===== src/rtl/rfe_pkg.sv =====
package rfe_pkg;

    // Advance a circular index with wrap at n.
    function automatic int unsigned rfe_wrap_inc(int unsigned v, int unsigned n);
        return (v + 1 >= n) ? 0 : v + 1;
    endfunction

    // Index of the lowest set bit of a vector, 0 when none is set.
    function automatic int unsigned rfe_low_index(logic [31:0] v);
        int unsigned r;
        r = 0;
        for (int k = 31; k >= 0; k--) begin
            if (v[k]) r = k;
        end
        return r;
    endfunction

endpackage


===== src/rtl/rfe_rr_arb.sv =====
module rfe_rr_arb
    import rfe_pkg::*;
#(
    parameter int unsigned N  = 3,
    localparam int unsigned IW = (N > 1) ? $clog2(N) : 1
) (
    input  logic          clk,
    input  logic          rst_n,
    input  logic [N-1:0]  elig,
    output logic [N-1:0]  grant,
    output logic [IW-1:0] grant_idx,
    output logic          any_grant
);

    typedef struct packed {
        logic [IW-1:0] ptr;
    } arb_st_t;

    arb_st_t st_q, st_d;

    always_comb begin
        st_d      = st_q;
        grant     = '0;
        grant_idx = '0;
        any_grant = 1'b0;
        for (int unsigned k = 0; k < N; k++) begin
            int unsigned c;
            c = (int'(st_q.ptr) + k) % N;
            if (!any_grant && elig[c]) begin
                any_grant = 1'b1;
                grant[c]  = 1'b1;
                grant_idx = IW'(c);
                st_d.ptr  = IW'(rfe_wrap_inc(c, N));
            end
        end
    end

    always_ff @(posedge clk) begin
        if (!rst_n) st_q <= '0;
        else        st_q <= st_d;
    end

endmodule


===== src/rtl/rfe_port_slot.sv =====
module rfe_port_slot #(
    parameter int unsigned RW = 8
) (
    input  logic          clk,
    input  logic          rst_n,
    input  logic          req_valid,
    input  logic          granted,
    input  logic          eng_idle,
    input  logic          fresh_valid,
    input  logic [RW-1:0] fresh_data,
    input  logic          rsp_ready,
    output logic          can_take,
    output logic          rsp_valid,
    output logic [RW-1:0] rsp_data,
    output logic          retry
);

    typedef struct packed {
        logic          held;
        logic [RW-1:0] held_data;
        logic          owed;
    } slot_st_t;

    slot_st_t st_q, st_d;

    always_comb begin
        st_d      = st_q;
        rsp_valid = st_q.held | fresh_valid;
        rsp_data  = st_q.held ? st_q.held_data : fresh_data;
        can_take  = !st_q.held && !st_q.owed && !(fresh_valid && !rsp_ready);
        retry     = st_q.owed && !st_q.held && eng_idle;

        st_d.owed = (st_q.owed && !retry) || (req_valid && !granted);

        if (rsp_valid && !rsp_ready) begin
            st_d.held      = 1'b1;
            st_d.held_data = rsp_data;
        end else if (rsp_valid) begin
            st_d.held = 1'b0;
        end
    end

    always_ff @(posedge clk) begin
        if (!rst_n) st_q <= '0;
        else        st_q <= st_d;
    end

endmodule


===== src/rtl/retry_front_end.sv =====
module retry_front_end #(
    parameter int unsigned N  = 3,
    parameter int unsigned QW = 8,
    parameter int unsigned RW = 8
) (
    input  logic            clk,
    input  logic            rst_n,
    input  logic [N-1:0]    req_valid,
    input  logic [N*QW-1:0] req_data,
    output logic [N-1:0]    req_accept,
    output logic [N-1:0]    rsp_valid,
    output logic [N*RW-1:0] rsp_data,
    input  logic [N-1:0]    rsp_ready,
    output logic [N-1:0]    retry,
    output logic            eng_req_valid,
    output logic [QW-1:0]   eng_req_data,
    input  logic            eng_rsp_valid,
    input  logic [RW-1:0]   eng_rsp_data
);

    localparam int unsigned IW = (N > 1) ? $clog2(N) : 1;

    typedef struct packed {
        logic          busy;
        logic [IW-1:0] owner;
    } eng_st_t;

    eng_st_t st_q, st_d;

    logic [N-1:0]  can_take;
    logic [N-1:0]  elig;
    logic [N-1:0]  grant;
    logic [N-1:0]  fresh_valid;
    logic [IW-1:0] grant_idx;
    logic          any_grant;
    logic          eng_free;

    always_comb begin
        eng_free = !st_q.busy || eng_rsp_valid;
        elig     = req_valid & can_take & {N{eng_free}};
        for (int unsigned i = 0; i < N; i++) begin
            fresh_valid[i] = eng_rsp_valid && (st_q.owner == IW'(i));
        end
    end

    rfe_rr_arb #(.N(N)) u_arb (
        .clk       (clk),
        .rst_n     (rst_n),
        .elig      (elig),
        .grant     (grant),
        .grant_idx (grant_idx),
        .any_grant (any_grant)
    );

    always_comb begin
        st_d          = st_q;
        req_accept    = grant;
        eng_req_valid = any_grant;
        eng_req_data  = req_data[grant_idx*QW +: QW];
        if (eng_rsp_valid) begin
            st_d.busy  = 1'b0;
            st_d.owner = '0;
        end
        if (any_grant) begin
            st_d.busy  = 1'b1;
            st_d.owner = grant_idx;
        end
    end

    always_ff @(posedge clk) begin
        if (!rst_n) st_q <= '0;
        else        st_q <= st_d;
    end

    for (genvar g = 0; g < N; g++) begin : g_port
        rfe_port_slot #(.RW(RW)) u_slot (
            .clk         (clk),
            .rst_n       (rst_n),
            .req_valid   (req_valid[g]),
            .granted     (grant[g]),
            .eng_idle    (!st_q.busy),
            .fresh_valid (fresh_valid[g]),
            .fresh_data  (eng_rsp_data),
            .rsp_ready   (rsp_ready[g]),
            .can_take    (can_take[g]),
            .rsp_valid   (rsp_valid[g]),
            .rsp_data    (rsp_data[g*RW +: RW]),
            .retry       (retry[g])
        );
    end

endmodule


===== config.mk =====
export PLATFORM = sky130hd
export DESIGN_NAME = retry_front_end
export DESIGN_NICKNAME = d
export VERILOG_FILES = /design/src/rtl/rfe_pkg.sv /design/src/rtl/rfe_rr_arb.sv /design/src/rtl/rfe_port_slot.sv /design/src/rtl/retry_front_end.sv
export SDC_FILE = /design/constraint.sdc
export NUM_CORES = 1
export LEC_CHECK = 0
export ABC_AREA = 1
export BUFFER_PORTS_ARGS = -buffer_cell sky130_fd_sc_hd__buf_2
export CAP_MARGIN = 10
export CORE_ASPECT_RATIO = 2
export CORE_MARGIN = 10
export CORE_UTILIZATION = 50
export CTS_CLUSTER_DIAMETER = 80
export CTS_CLUSTER_SIZE = 25
export DETAILED_ROUTE_END_ITERATION = 8
export GPL_ROUTABILITY_DRIVEN = 0
export PLACE_DENSITY = 0.8
export SETUP_SLACK_MARGIN = 0.4
export SKIP_CTS_REPAIR_TIMING = 1
export SYNTH_ARGS = -nofsm -noshare
export SYNTH_HDL_FRONTEND = slang
export SYNTH_SLANG_ARGS = --single-unit

===== constraint.sdc =====
create_clock -name clk -period 2.6 [get_ports clk]
set_input_delay 0.39 -clock clk [delete_from_list [all_inputs] [get_ports clk]]
set_output_delay 0.39 -clock clk [all_outputs]
set_load 0.01 [all_outputs]

# Yosys cells after proc, flatten, opt, wreduce, memory -nomap -nowiden
# Index checks and enable logic that the tools add are counted.
[word_totals]
ff_bits = 35
in_bits = 41
output_inout_bits = 42
elab_cells = 140
[classes]
n_addsub = 5
div = 3
n_lt_le_gt_ge = 9
n_eq_ne = 2
shift = 1
mux = 38
bitwise = 7
n_reduce_logical = 63
[op_table]
columns = ["cell", "count"]
rows = [
  ["adder 32 x 1 -> 32 bit (second input constant)", 3],
  ["greater-or-equal comparator 32 x 1 -> 1 bit (second input constant)", 3],
  ["greater-or-equal comparator 32 x 2 -> 1 bit (second input constant)", 3],
  ["< comparator 32 x 3 -> 1 bit (second input constant)", 3],
  ["modulo 32 x 2 -> 32 bit (second input constant)", 2],
  ["logical AND 1 bit", 32],
  ["modulo 2 x 2 -> 32 bit (second input constant)", 1],
  ["two-way mux 8 bit", 3],
  ["variable part select 24 x 6 -> 8 bit", 1],
  ["logical NOT 1 bit", 21],
  ["two-way mux 2 bit", 9],
  ["two-way mux 1 bit", 15],
  ["two-way mux 3 bit", 5],
  ["nonzero test 2 bit", 4],
  ["bitwise AND 3 bit", 2],
  ["binary-select mux 1 bit (select 2 bit)", 3],
  ["demux 1 bit (select 2 bit)", 3],
  ["OR 3 bit", 2],
  ["logical OR 1 bit", 4],
  ["adder 2 x 1 -> 3 bit (second input constant)", 1],
  ["adder 2 x 2 -> 3 bit (second input constant)", 1],
  ["OR 1 bit", 3],
  ["nonzero test 3 bit", 1],
  ["== test 2 x 1 -> 1 bit (second input constant)", 1],
  ["2 further kinds", 2],
]

# Longest topological paths before layout
# Gate-level depths: netlist of the first run.
[depth]
word_depth = 19
mapped_depth = 14
mapped_depth_nobuf = 13

# Modules after synthesis
# Synthesis of the first run repeated with hierarchy kept, for this count alone.
[hier_totals]
hier_cells = 474
hier_area_um2 = 2601.2
[modules_own_cells]
columns = ["mod", "instances", "cells_each", "area_per_inst_um2", "seq_area_each_um2"]
rows = [
  ["rfe_port_slot", 3, 107, 591.8, 200.2],
  ["retry_front_end", 1, 86, 422.9, 60.1],
  ["rfe_rr_arb", 1, 67, 402.9, 40.0],
]

# Worst setup path before layout of the first run
# No wires, ideal clock.
[synth_path]
path_kind = "reg-to-output"
from = "register u_arb.st_q[0] in the netlist's numbering"
to = "output eng_req_data[0]"
t_arrival_ns = 1.790
required_time_ns = 2.210
path_slack_ns = 0.420
stages_incl_launch_ff = 14
path_buffers = 1
path_cell_list = "dfxtp_1 > inv_1 > ha_1 > buf_2 > inv_1 > nand3_1 > nand3_1 > nand2_2 > nor2_2 > nand2_2 > nand2_2 > a21oi_4 > nand3_1 > nand2_1"
[synth_via]
elab_chain_cells = 11
elab_cells_between_ends = 21
classes_between = "2 x add/sub; 3 x div; 1 x shift; 11 x mux; 4 x reduce/logical"
[synth_rtl]
columns = ["item", "line", "text"]
rows = [
  ["start: declaration", "rfe_rr_arb.sv:19", "arb_st_t st_q, st_d;"],
  ["start signal: assignment", "rfe_rr_arb.sv:40", "else st_q <= st_d;"],
  ["parallel branches: the longest is 9 deep, another holds modulo 32 x 2 -> 32 bit", "--", ""],
  ["two-way mux 2 bit *", "rfe_rr_arb.sv:29", "if (!any_grant && elig[c]) begin"],
  ["variable part select 24 x 6 -> 8 bit *", "retry_front_end.sv:59", "eng_req_data = req_data[grant_idx*QW +: QW];"],
  ["end: declaration", "retry_front_end.sv:16", "output logic [QW-1:0] eng_req_data,"],
]
# Every way passes the cells marked *. The select of a mux whose other input is x is not followed.

# Final worst setup path of the first run
[layout_path]
from = "register st_q[2] in the netlist's numbering"
to = "output eng_req_data[7]"
[layout_via]
elab_chain_cells = 13
elab_cells_between_ends = 19
classes_between = "1 x shift; 11 x mux; 1 x bitwise; 6 x reduce/logical"
[layout_rtl]
columns = ["item", "line", "text"]
rows = [
  ["start: declaration", "retry_front_end.sv:28", "eng_st_t st_q, st_d;"],
  ["start signal: assignment", "retry_front_end.sv:72", "else st_q <= st_d;"],
  ["logical NOT 1 bit *", "retry_front_end.sv:39", "eng_free = !st_q.busy || eng_rsp_valid;"],
  ["logical OR 1 bit *", "retry_front_end.sv:39", ""],
  ["bitwise AND 3 bit *", "retry_front_end.sv:40", "elig = req_valid & can_take & {N{eng_free}};"],
  ["binary-select mux 1 bit (select 2 bit)", "rfe_rr_arb.sv:29", ""],
  ["two-way mux 1 bit (not written as such)", "rfe_rr_arb.sv:29", ""],
  ["two-way mux 1 bit", "rfe_rr_arb.sv:29", ""],
  ["logical NOT 1 bit", "rfe_rr_arb.sv:29", ""],
  ["logical AND 1 bit", "rfe_rr_arb.sv:29", ""],
  ["two-way mux 1 bit", "rfe_rr_arb.sv:29", ""],
  ["logical NOT 1 bit", "rfe_rr_arb.sv:29", ""],
  ["logical AND 1 bit", "rfe_rr_arb.sv:29", ""],
  ["two-way mux 2 bit *", "rfe_rr_arb.sv:29", ""],
  ["variable part select 24 x 6 -> 8 bit *", "retry_front_end.sv:59", ""],
]
# Every way passes the cells marked *; elsewhere a longest branch is shown, timed or not. The select of a mux whose other input is x is not followed.

==> reports/results.txt, run 1 <==
status - finished with violations
violations in the final reports - negative setup slack
Sink Count - 35
measured slew at the worst slew-check pin - 0.353 ns
global route total overflow - 0
share of cells above drive strength 1 - 43.0%
TritonCTS clock tree - yes
number of antenna-violating nets in the routed design - 0
GRT Overall Usage - 18.6%
buffer depth of the longest clock path - 2
die area - 0.00811 mm2
total number of vias - 2870
max capacitance violation total - 0
Highest Clock Rate - 381 MHz
Worst Hold Path Cells - 3
Post-Syn Instances - 366
proportion of netlist area held by the largest area contributor - 29.3%
class of the tightest hold or removal check - input port to flop
layout overhead on the synthesized area - 41.8%
pwr dens - 1170 mW/mm2
deepest level of the CTS H-tree - 2
cell at the root of the clock tree - clkbuf_8
clock-pin slew of the registers on the worst-case setup and hold paths - 0.07 ns
worst setup path class - flop to primary output
number of port buffers - 82
Worst-Skew Late Latency - 0.28 ns
number of antenna violations at the first check in global routing - 0
global-route wire length before repair - 12200 um
worst slew slack as a fraction of its limit - 76.5%
post-synthesis net count - 411
DRC marker count from the first detailed-route iteration - 208
startpoint type of the worst setup path - flop
via count of the first global-routing pass - 2668
number of enable-type register cells in the synthesized netlist - 0
Post-layout nets - 512
count of inserted antenna diode cells - 0
number of standard cells in the layout, taps in and fillers out - 522
Max FO, Critical Path - 4
main area contributors after synthesis - dfxtp_1, nand3_1, nand2_1, a21oi_1, o21ai_0
die extent in x - 68.9 um
CP endpoint kind - primary output
average cell area after synthesis - 6.53 um2
data required time of the worst path - 2.21 ns
number of distinct library cell variants in the gate-level netlist after synthesis - 29
total core area - 0.00464 mm2
chip height - 118 um
HPWL after DPL - 6010 um
initial core utilization - 51.5%
final critical path time including I/O delays and setup - 2.63 ns
total of endpoints with negative setup slack in the final report - 2
fraction of the yosys area taken by sequential cells - 29.3%
endpoint arrival time on the critical path - 2.24 ns
worst setup slack after layout - -0.0251 ns
LEAKAGE - 1.60 nW
fraction of registers with async set or reset after synthesis - 0%
vias per inst - 5.50
maximum clock skew at final layout - 0.00352 ns
IR drop worst, VDD - 0.781 mV
DRC violation count after routing - 0
Cell Count Post-Placement - 493
number of buffers inserted during clock tree synthesis - 5
maximum number of pins on one net before global-route repair - 34
Routed wire per std cell - 16.5 um
unrepaired setup endpoints after global routing - true
floorplan row count - 35
Worst Hold Margin - 0.366 ns
number of synthesized register bits - 35
Max Transition Viols Final - 0
library cell occupying the most area in the post-synthesis netlist - dfxtp_1
Most used DFF post-synth - dfxtp_1
count of filler cells inserted in the layout - 385
count of yosys warnings during synthesis - 0
router iterations before antenna repair - 5
I/O pin count - 83
drt total wl - 8590 um
Hold Fails Final Rpt - 0
number of cells traversed by the worst register-to-register path - 13
final cycle utilization of the critical path - 101%
mapped cell area - 0.00239 mm2
[metal layers]
layer  vias to the layer above  track usage [%]  wire (um)
met4                         0             9.80        497
met1                      1337             18.0       2930
met3                        32             3.81        380
li1                       1401                -          -
met2                       100             33.6       4780
met5                         -                0          0
[layout by cell type, fill, tap and decap left out, types with 6 or more instances in the layout]
master / instances
nand3_1: 54
nand2_2: 8
inv_1: 29
buf_4: 27
nor2_1: 7
nand2_1: 76
nor2_4: 9
nand3_2: 16
a21oi_1: 30
dfxtp_1: 29
buf_2: 80
buf_6: 6
inv_2: 10
clkbuf_8: 6
nand2_4: 8
o21ai_0: 30
[path summary, 6_finish.rpt]
check / from / to / slack (ns)
max: st_q[2] / eng_req_data[7] / -0.03
min: req_valid[0] / g_port[0].u_slot.st_q[0] / 0.37
min reg2reg: g_port[2].u_slot.st_q[8] / g_port[2].u_slot.st_q[8] / 0.46
max reg2reg: st_q[2] / st_q[1] / 0.61
[cells in the mapped netlist (6+ instances only)]
| master | instances |
|---|---|
| nand2_1 | 82 |
| nand3_1 | 68 |
| dfxtp_1 | 35 |
| inv_1 | 35 |
| a21oi_1 | 30 |
| o21ai_0 | 30 |
| clkbuf_1 | 10 |
| nor2_1 | 10 |
| buf_4 | 9 |
| inv_2 | 8 |
| nand2_2 | 7 |
| nand3_2 | 7 |
| nor2_2 | 6 |
[power by group]
group	switching (mW)	internal (mW)	total (mW)
clock	0.187	0.208	0.394
combinational	1.72	1.13	2.85
sequential	0.0759	0.631	0.707
[area by class of cell]
type	instances	area, um2	area share, %
clock buffer	6	82.6	2.44
clock inverter	1	5.00	0.148
inverter	44	179	5.28
multi-input combinational	267	1650	48.5
sequential	35	718	21.2
tap	55	68.8	2.03
timing repair buffer	114	691	20.4
[flip-flops by register name (all words and copies together), names as in the netlist]
name / cells
g_port.u_slot.st_q: 30
st_q: 3
u_arb.st_q: 2
[through the flow]
step	instance area [um2]	util (%)	setup TNS (ns)	power, mW	setup slack (ns)
after CTS	2920	62.9	-2.09	3.10	-0.273
after global routing	3390	73.0	-0.784	4.21	-0.167
after global placement	2830	61.0	0	2.67	0.0862
final	3390	73.0	-0.0274	3.95	-0.0251
after floorplan	2390	-	0	2.15	0.420
after detailed placement	2830	61.0	0	2.70	0.0587
[critical path, cell delays in order, from the launching register on]
cell and delay (ns):
dfxtp_4 0.37, inv_2 0.06, nor2_4 0.22, nor2_4 0.09, nand2_1 0.10, nand2_1 0.07, nand3_2 0.09, nand2_4 0.10
inv_4 0.11, nor2_8 0.05, buf_4 0.13, a21oi_2 0.24, nand3_1 0.12, nand2_1 0.07, buf_2 0.12
[cell families after synthesis]
logic type | Yosys count | share of synthesized area, %
AO/OA/AOI/OAI | 66 | 15.2
adder cells (fa/ha/maj) | 4 | 2.09
buffers and inverters | 65 | 12.1
flip-flops | 35 | 29.3
AND/OR/NAND/NOR | 196 | 41.3
Power figures use the tool's default switching activity.
==> run 2, diff against run 1 <==
--- a/config.mk
+++ b/config.mk
@@ -13,2 +13,3 @@
 export CORE_UTILIZATION = 50
+export CTS_BUF_LIST = sky130_fd_sc_hd__clkbuf_16
 export CTS_CLUSTER_DIAMETER = 80
==> constraint.sdc (replaced) <==
create_clock -name clk -period 2.6 [get_ports clk]
set_input_delay 0.26 -clock clk [delete_from_list [all_inputs] [get_ports clk]]
set_output_delay 0.26 -clock clk [all_outputs]
set_load 0.01 [all_outputs]
==> run 2 against run 1 <==
The run now ends clean. Design area down 2.7%. Combinational power about the same. Register-to-register slack worse by 0.12 ns. First-iteration DRC count up 7.2%. Global-route usage about the same. Die area unchanged. Final cell count down 1.9%. Worst setup slack better by 0.043 ns. Critical path type unchanged. Highest routed layer unchanged.
==> reports/results.txt, run 2 (synthesis results as in run 1) <==
pwr dens - 1230 mW/mm2 (was 1170 mW/mm2)
total core area - 0.00464 mm2 (unchanged)
Cell Count Post-Placement - 487 (was 493)
source of the worst hold timing path - rst_n (was req_valid[0])
class of the tightest hold or removal check - input port to flop (unchanged)
most frequent cells in the layout - buf_2, nand2_1, nand3_1, inv_1, dfxtp_1 (was buf_2, nand2_1, nand3_1, o21ai_0, a21oi_1)
number of buffers inserted during clock tree synthesis - 5 (unchanged)
buffer depth of the longest clock path - 2 (unchanged)
total of endpoints with negative setup slack in the final report - 0 (was 2)
I/O pin count - 83 (unchanged)
maximum clock skew at final layout - 0.00202 ns (was 0.00352 ns)
reg-to-reg startpoint - u_arb.st_q[0] (was st_q[2])
global route total overflow - 0 (unchanged)
TritonCTS clock tree - yes (unchanged)
die area - 0.00811 mm2 (unchanged)
maximum number of pins on one net before global-route repair - 34 (unchanged)
Worst Hold Path Cells - 3 (unchanged)
max capacitance violation total - 0 (unchanged)
clock-pin slew of the registers on the worst-case setup and hold paths - 0.05 ns (was 0.07 ns)
worst setup timing slack at the placement stage - 0.208 ns (was 0.0587 ns)
number of antenna violations at the first check in global routing - 0 (unchanged)
Final Core Density - 71.0% (was 73.0%)
status - finished, final reports clean (was finished with violations)
chip height - 118 um (unchanged)
endpoint arrival time on the critical path - 2.32 ns (was 2.24 ns)
count of inserted antenna diode cells - 0 (unchanged)
number of standard cells in the layout, taps in and fillers out - 512 (was 522)
largest registers - g_port.u_slot.st_q: 30 flops, st_q: 3 flops, u_arb.st_q: 2 flops (unchanged)
measured slew at the worst slew-check pin - 0.710 ns (was 0.353 ns)
Hold Fails Final Rpt - 0 (unchanged)
layout overhead on the synthesized area - 38.0% (was 41.8%)
Sink Count - 35 (unchanged)
via count of the first global-routing pass - 2645 (was 2668)
Highest Clock Rate - 387 MHz (was 381 MHz)
GRT Overall Usage - 18.6% (about the same)
worst setup path class - flop to primary output (unchanged)
global-route wire length before repair - 12100 um (was 12200 um)
number of flip-flops under the largest register name - 30 (unchanged)
Routed wire per std cell - 17.3 um (was 16.5 um)
final critical path time including I/O delays and setup - 2.58 ns (was 2.63 ns)
number of antenna-violating nets in the routed design - 0 (unchanged)
unrepaired setup endpoints after global routing - true (unchanged)
drt total wl - 8830 um (was 8590 um)
initial core utilization - 51.5% (unchanged)
endpoint of the lowest-slack register-to-register path - st_q[0] (was st_q[1])
Max Transition Viols Final - 0 (unchanged)
worst setup slack after layout - 0.0182 ns (was -0.0251 ns)
deepest level of the CTS H-tree - 2 (unchanged)
Worst-Skew Late Latency - 0.28 ns (about the same)
register bank with the most flops - g_port.u_slot.st_q (unchanged)
cell at the root of the clock tree - clkbuf_16 (was clkbuf_8)
total number of vias - 2890 (was 2870)
most common library cell in the layout ignoring fill and taps - buf_2 (unchanged)
data required time of the worst path - 2.34 ns (was 2.21 ns)
IR drop worst, VDD - 1.07 mV (was 0.781 mV)
startpoint type of the worst setup path - flop (unchanged)
minimum setup slack among reg-to-reg paths - 0.49 ns (was 0.61 ns)
hold worst-path end - u_arb.st_q[1] (was g_port[0].u_slot.st_q[0])
CP endpoint kind - primary output (unchanged)
router iterations before antenna repair - 4 (was 5)
HPWL after DPL - 5890 um (was 6010 um)
final cycle utilization of the critical path - 99.3% (was 101%)
floorplan row count - 35 (unchanged)
number of port buffers - 82 (unchanged)
vias per inst - 5.64 (was 5.50)
count of filler cells inserted in the layout - 395 (was 385)
Post-layout nets - 501 (was 512)
number of cells traversed by the worst register-to-register path - 12 (was 13)
DRC marker count from the first detailed-route iteration - 223 (was 208)
LEAKAGE - 1.54 nW (was 1.60 nW)
Max FO, Critical Path - 5 (was 4)
DRC violation count after routing - 0 (unchanged)
share of cells above drive strength 1 - 39.8% (was 43.0%)
worst slew slack as a fraction of its limit - 52.4% (was 76.5%)
die extent in x - 68.9 um (unchanged)
-- run 2: cell types whose count changed in the layout (fill, tap and decap cells not counted), sizes merged --
| cell | previous run | this run |
|---|---|---|
| buf | 114 | 100 |
| nand2 | 94 | 96 |
| clkbuf | 6 | 5 |
| clkinv | 1 | 2 |
| inv | 43 | 44 |
| nand3 | 75 | 76 |
-- run 2: power breakdown --
part | total (mW) | switching (mW) | internal, mW
clock | 0.556 | 0.211 | 0.344
combinational | 2.82 | 1.77 | 1.05
sequential | 0.695 | 0.0684 | 0.626
total | 4.07 | 2.05 | 2.02
-- run 2: layer usage --
layer	vias to the layer above	part of all wire [%]	GRT usage, %	wire length (um)
met2	128	55	32.5	4830
met4	0	6.3	11.9	558
met1	1330	34	18.1	3030
li1	1388	-	-	-
met3	44	4.7	3.72	414
met5	-	0	0	0
-- run 2: area by class of cell --
class	count	area, um2	area share [%]
multi-input combinational	270	1650	50.0
sequential	35	711	21.6
timing repair buffer	100	553	16.8
inverter	44	179	5.43
clock buffer	5	125	3.80
tap	55	68.8	2.09
clock inverter	3	11.3	0.342
-- run 2: how the worst max path moves through the flow --
stage	start	to	slack, ns	depth (start not counted)
6_report	u_arb.st_q[0]	eng_req_data[3]	0.02	12
3_5_place_dp	u_arb.st_q[1]	eng_req_data[4]	0.21	14
3_3_place_gp	u_arb.st_q[1]	eng_req_data[4]	0.27	14
5_1_grt	u_arb.st_q[0]	eng_req_data[3]	-0.08	12
4_1_cts	u_arb.st_q[1]	eng_req_data[6]	-0.09	14
2_1_floorplan	u_arb.st_q[0]	eng_req_data[0]	0.55	13
-- run 2: stage by stage --
stage	TNS, ns	cell area, um2	hold slack, ns	total power, mW
3_3_place_gp	0	2790	0.448	2.64
5_1_grt	-0.207	3300	0.260	4.33
6_report	0	3300	0.243	4.07
2_1_floorplan	0	2390	0.389	2.15
3_5_place_dp	0	2790	0.452	2.67
4_1_cts	-0.679	2920	0.248	3.23
-- run 2: critical path, stage by stage (launching register included) --
cell and delay, ns:
dfxtp_4 0.36, inv_4 0.06, ha_4 0.18, clkinvlp_4 0.16, buf_6 0.15, a21oi_4 0.26, nand2_4 0.10, nor2_8 0.22
nand2_4 0.12, nand2_4 0.09, nand3_1 0.09, nand2_1 0.10, buf_2 0.14
==> run 3, diff against run 2 <==
Settings changed: CTS_BUF_LIST sky130_fd_sc_hd__clkbuf_16 to not set.
==> run 3 against run 2 <==
Register-to-register slack hardly changed. Combinational power hardly changed. Via count decreased by 0.97%. Core utilization is 0.78 points lower. Clock power down 21%. Critical path depth is the same. Final cell count stayed put. Sequential power about the same. First-iteration DRC count rose by 2.7%. Die area did not move. Worst hold slack worse by 0.013 ns. Critical path type unchanged. Highest routed layer unchanged.
==> reports/results.txt, run 3 (synthesis results as in run 1) <==
most common library cell in the layout ignoring fill and taps - buf_2 (unchanged)
count of filler cells inserted in the layout - 402 (was 395)
total of endpoints with negative setup slack in the final report - 0 (unchanged)
Hold Fails Final Rpt - 0 (unchanged)
I/O pin count - 83 (unchanged)
DRC violation count after routing - 0 (unchanged)
class of the tightest hold or removal check - input port to flop (unchanged)
GRT Overall Usage - 18.2% (was 18.6%)
maximum number of pins on one net before global-route repair - 34 (unchanged)
Worst Hold Path Cells - 3 (unchanged)
global route total overflow - 0 (unchanged)
share of cells above drive strength 1 - 40.3% (was 39.8%)
Final Instance Area - 0.00326 mm2 (was 0.00330 mm2)
register bank with the most flops - g_port.u_slot.st_q (unchanged)
pwr dens - 1200 mW/mm2 (was 1230 mW/mm2)
clock-pin slew of the registers on the worst-case setup and hold paths - 0.07 ns (was 0.05 ns)
max capacitance violation total - 0 (unchanged)
number of cells traversed by the worst register-to-register path - 11 (was 12)
chip height - 118 um (unchanged)
global-route wire length before repair - 11900 um (was 12100 um)
total number of vias - 2862 (was 2890)
startpoint type of the worst setup path - flop (unchanged)
deepest level of the CTS H-tree - 2 (unchanged)
Routed wire per std cell - 16.7 um (was 17.3 um)
initial core utilization - 51.5% (unchanged)
number of flip-flops under the largest register name - 30 (unchanged)
IR drop worst, VDD - 0.920 mV (was 1.07 mV)
via count of the first global-routing pass - 2646 (was 2645)
Post-layout nets - 501 (unchanged)
measured slew at the worst slew-check pin - 0.682 ns (was 0.710 ns)
drt total wl - 8560 um (was 8830 um)
Max FO, Critical Path - 5 (unchanged)
worst slew slack as a fraction of its limit - 54.3% (was 52.4%)
maximum clock skew at final layout - 0.00566 ns (was 0.00202 ns)
layout overhead on the synthesized area - 36.4% (was 38.0%)
Cell Area, Placed - 0.00279 mm2 (unchanged)
LEAKAGE - 1.52 nW (was 1.54 nW)
minimum setup slack among reg-to-reg paths - 0.50 ns (was 0.49 ns)
total core area - 0.00464 mm2 (unchanged)
most frequent cells in the layout - buf_2, nand2_1, nand3_1, inv_1, dfxtp_1 (unchanged)
worst setup path class - flop to primary output (unchanged)
number of buffers inserted during clock tree synthesis - 5 (unchanged)
TritonCTS clock tree - yes (unchanged)
hold worst-path end - u_arb.st_q[1] (unchanged)
number of antenna-violating nets in the routed design - 0 (unchanged)
endpoint arrival time on the critical path - 2.32 ns (about the same)
largest registers - g_port.u_slot.st_q: 30 flops, st_q: 3 flops, u_arb.st_q: 2 flops (unchanged)
die extent in x - 68.9 um (unchanged)
total power - 3.93 mW (was 4.07 mW)
CP endpoint kind - primary output (unchanged)
router iterations before antenna repair - 4 (unchanged)
final critical path time including I/O delays and setup - 2.58 ns (about the same)
status - finished, final reports clean (unchanged)
source of the worst hold timing path - rst_n (unchanged)
total area of multi-input combinational cells - 0.00165 mm2 (unchanged)
Sink Count - 35 (unchanged)
reg-to-reg startpoint - u_arb.st_q[0] (unchanged)
unrepaired setup endpoints after global routing - true (unchanged)
buffer depth of the longest clock path - 2 (unchanged)
floorplan row count - 35 (unchanged)
count of inserted antenna diode cells - 0 (unchanged)
final cycle utilization of the critical path - 99.1% (was 99.3%)
number of port buffers - 82 (unchanged)
endpoint of the lowest-slack register-to-register path - st_q[0] (unchanged)
die area - 0.00811 mm2 (unchanged)
HPWL after DPL - 5890 um (unchanged)
vias per inst - 5.59 (was 5.64)
Worst-Skew Late Latency - 0.29 ns (was 0.28 ns)
DRC marker count from the first detailed-route iteration - 229 (was 223)
cell at the root of the clock tree - clkbuf_8 (was clkbuf_16)
data required time of the worst path - 2.34 ns (about the same)
Max Transition Viols Final - 0 (unchanged)
Highest Clock Rate - 388 MHz (was 387 MHz)
number of antenna violations at the first check in global routing - 0 (unchanged)
Register Area - 711 um2 (unchanged)
## run 3: changes by cell type in the layout (fill, tap and decap cells not counted), sizes merged
cell,before,now
clkbuf,5,8
clkinv,2,0
inv,44,43
## run 3: cell type report
type	instances	area share, %
clock buffers	8	3.07
inverters	44	5.49
multi-input cells	270	50.6
flip-flops and latches	35	21.8
well taps	55	2.11
repair buffers	100	17.0
## run 3: worst max-delay path, stage by stage (launching register included)
cell,delay (ns)
dfxtp_4,0.37
inv_4,0.06
ha_4,0.18
clkinvlp_4,0.15
buf_6,0.15
a21oi_4,0.26
nand2_4,0.10
nor2_8,0.21
nand2_4,0.12
nand2_4,0.10
nand3_1,0.09
nand2_1,0.10
buf_2,0.14
## run 3: how the worst max path moves through the flow
| stage | startpoint | end | slack, ns | cells past startpoint |
|---|---|---|---|---|
| finish | u_arb.st_q[0] | eng_req_data[3] | 0.02 | 12 |
| detailed placement | u_arb.st_q[1] | eng_req_data[4] | 0.21 | 14 |
| CTS | u_arb.st_q[1] | eng_req_data[6] | -0.11 | 14 |
| global placement | u_arb.st_q[1] | eng_req_data[4] | 0.27 | 14 |
| floorplan | u_arb.st_q[0] | eng_req_data[0] | 0.55 | 13 |
| global route | u_arb.st_q[0] | eng_req_data[3] | -0.08 | 12 |
## run 3: layer usage
metal | global-route usage (%) | routed length [um]
met1 | 17.4 | 2860
met5 | 0 | 0
met4 | 11.3 | 467
met2 | 32.3 | 4760
met3 | 3.91 | 472
## run 3: power by group
part	internal, mW	total (mW)	switching [mW]
sequential	0.625	0.693	0.0682
clock	0.242	0.440	0.198
combinational	1.05	2.80	1.74
total	1.92	3.93	2.01
## run 3: through the flow
stage | hold slack (ns) | TNS [ns] | utilization, % | instances | setup slack [ns]
finish | 0.230 | 0 | 70.2 | 512 | 0.0234
global route | 0.243 | -0.186 | 70.2 | 512 | -0.0783
global placement | 0.448 | 0 | 60.0 | 487 | 0.275
floorplan | 0.389 | 0 | - | 366 | 0.550
detailed placement | 0.452 | 0 | 60.0 | 487 | 0.208
CTS | 0.233 | -0.830 | 62.2 | 495 | -0.109
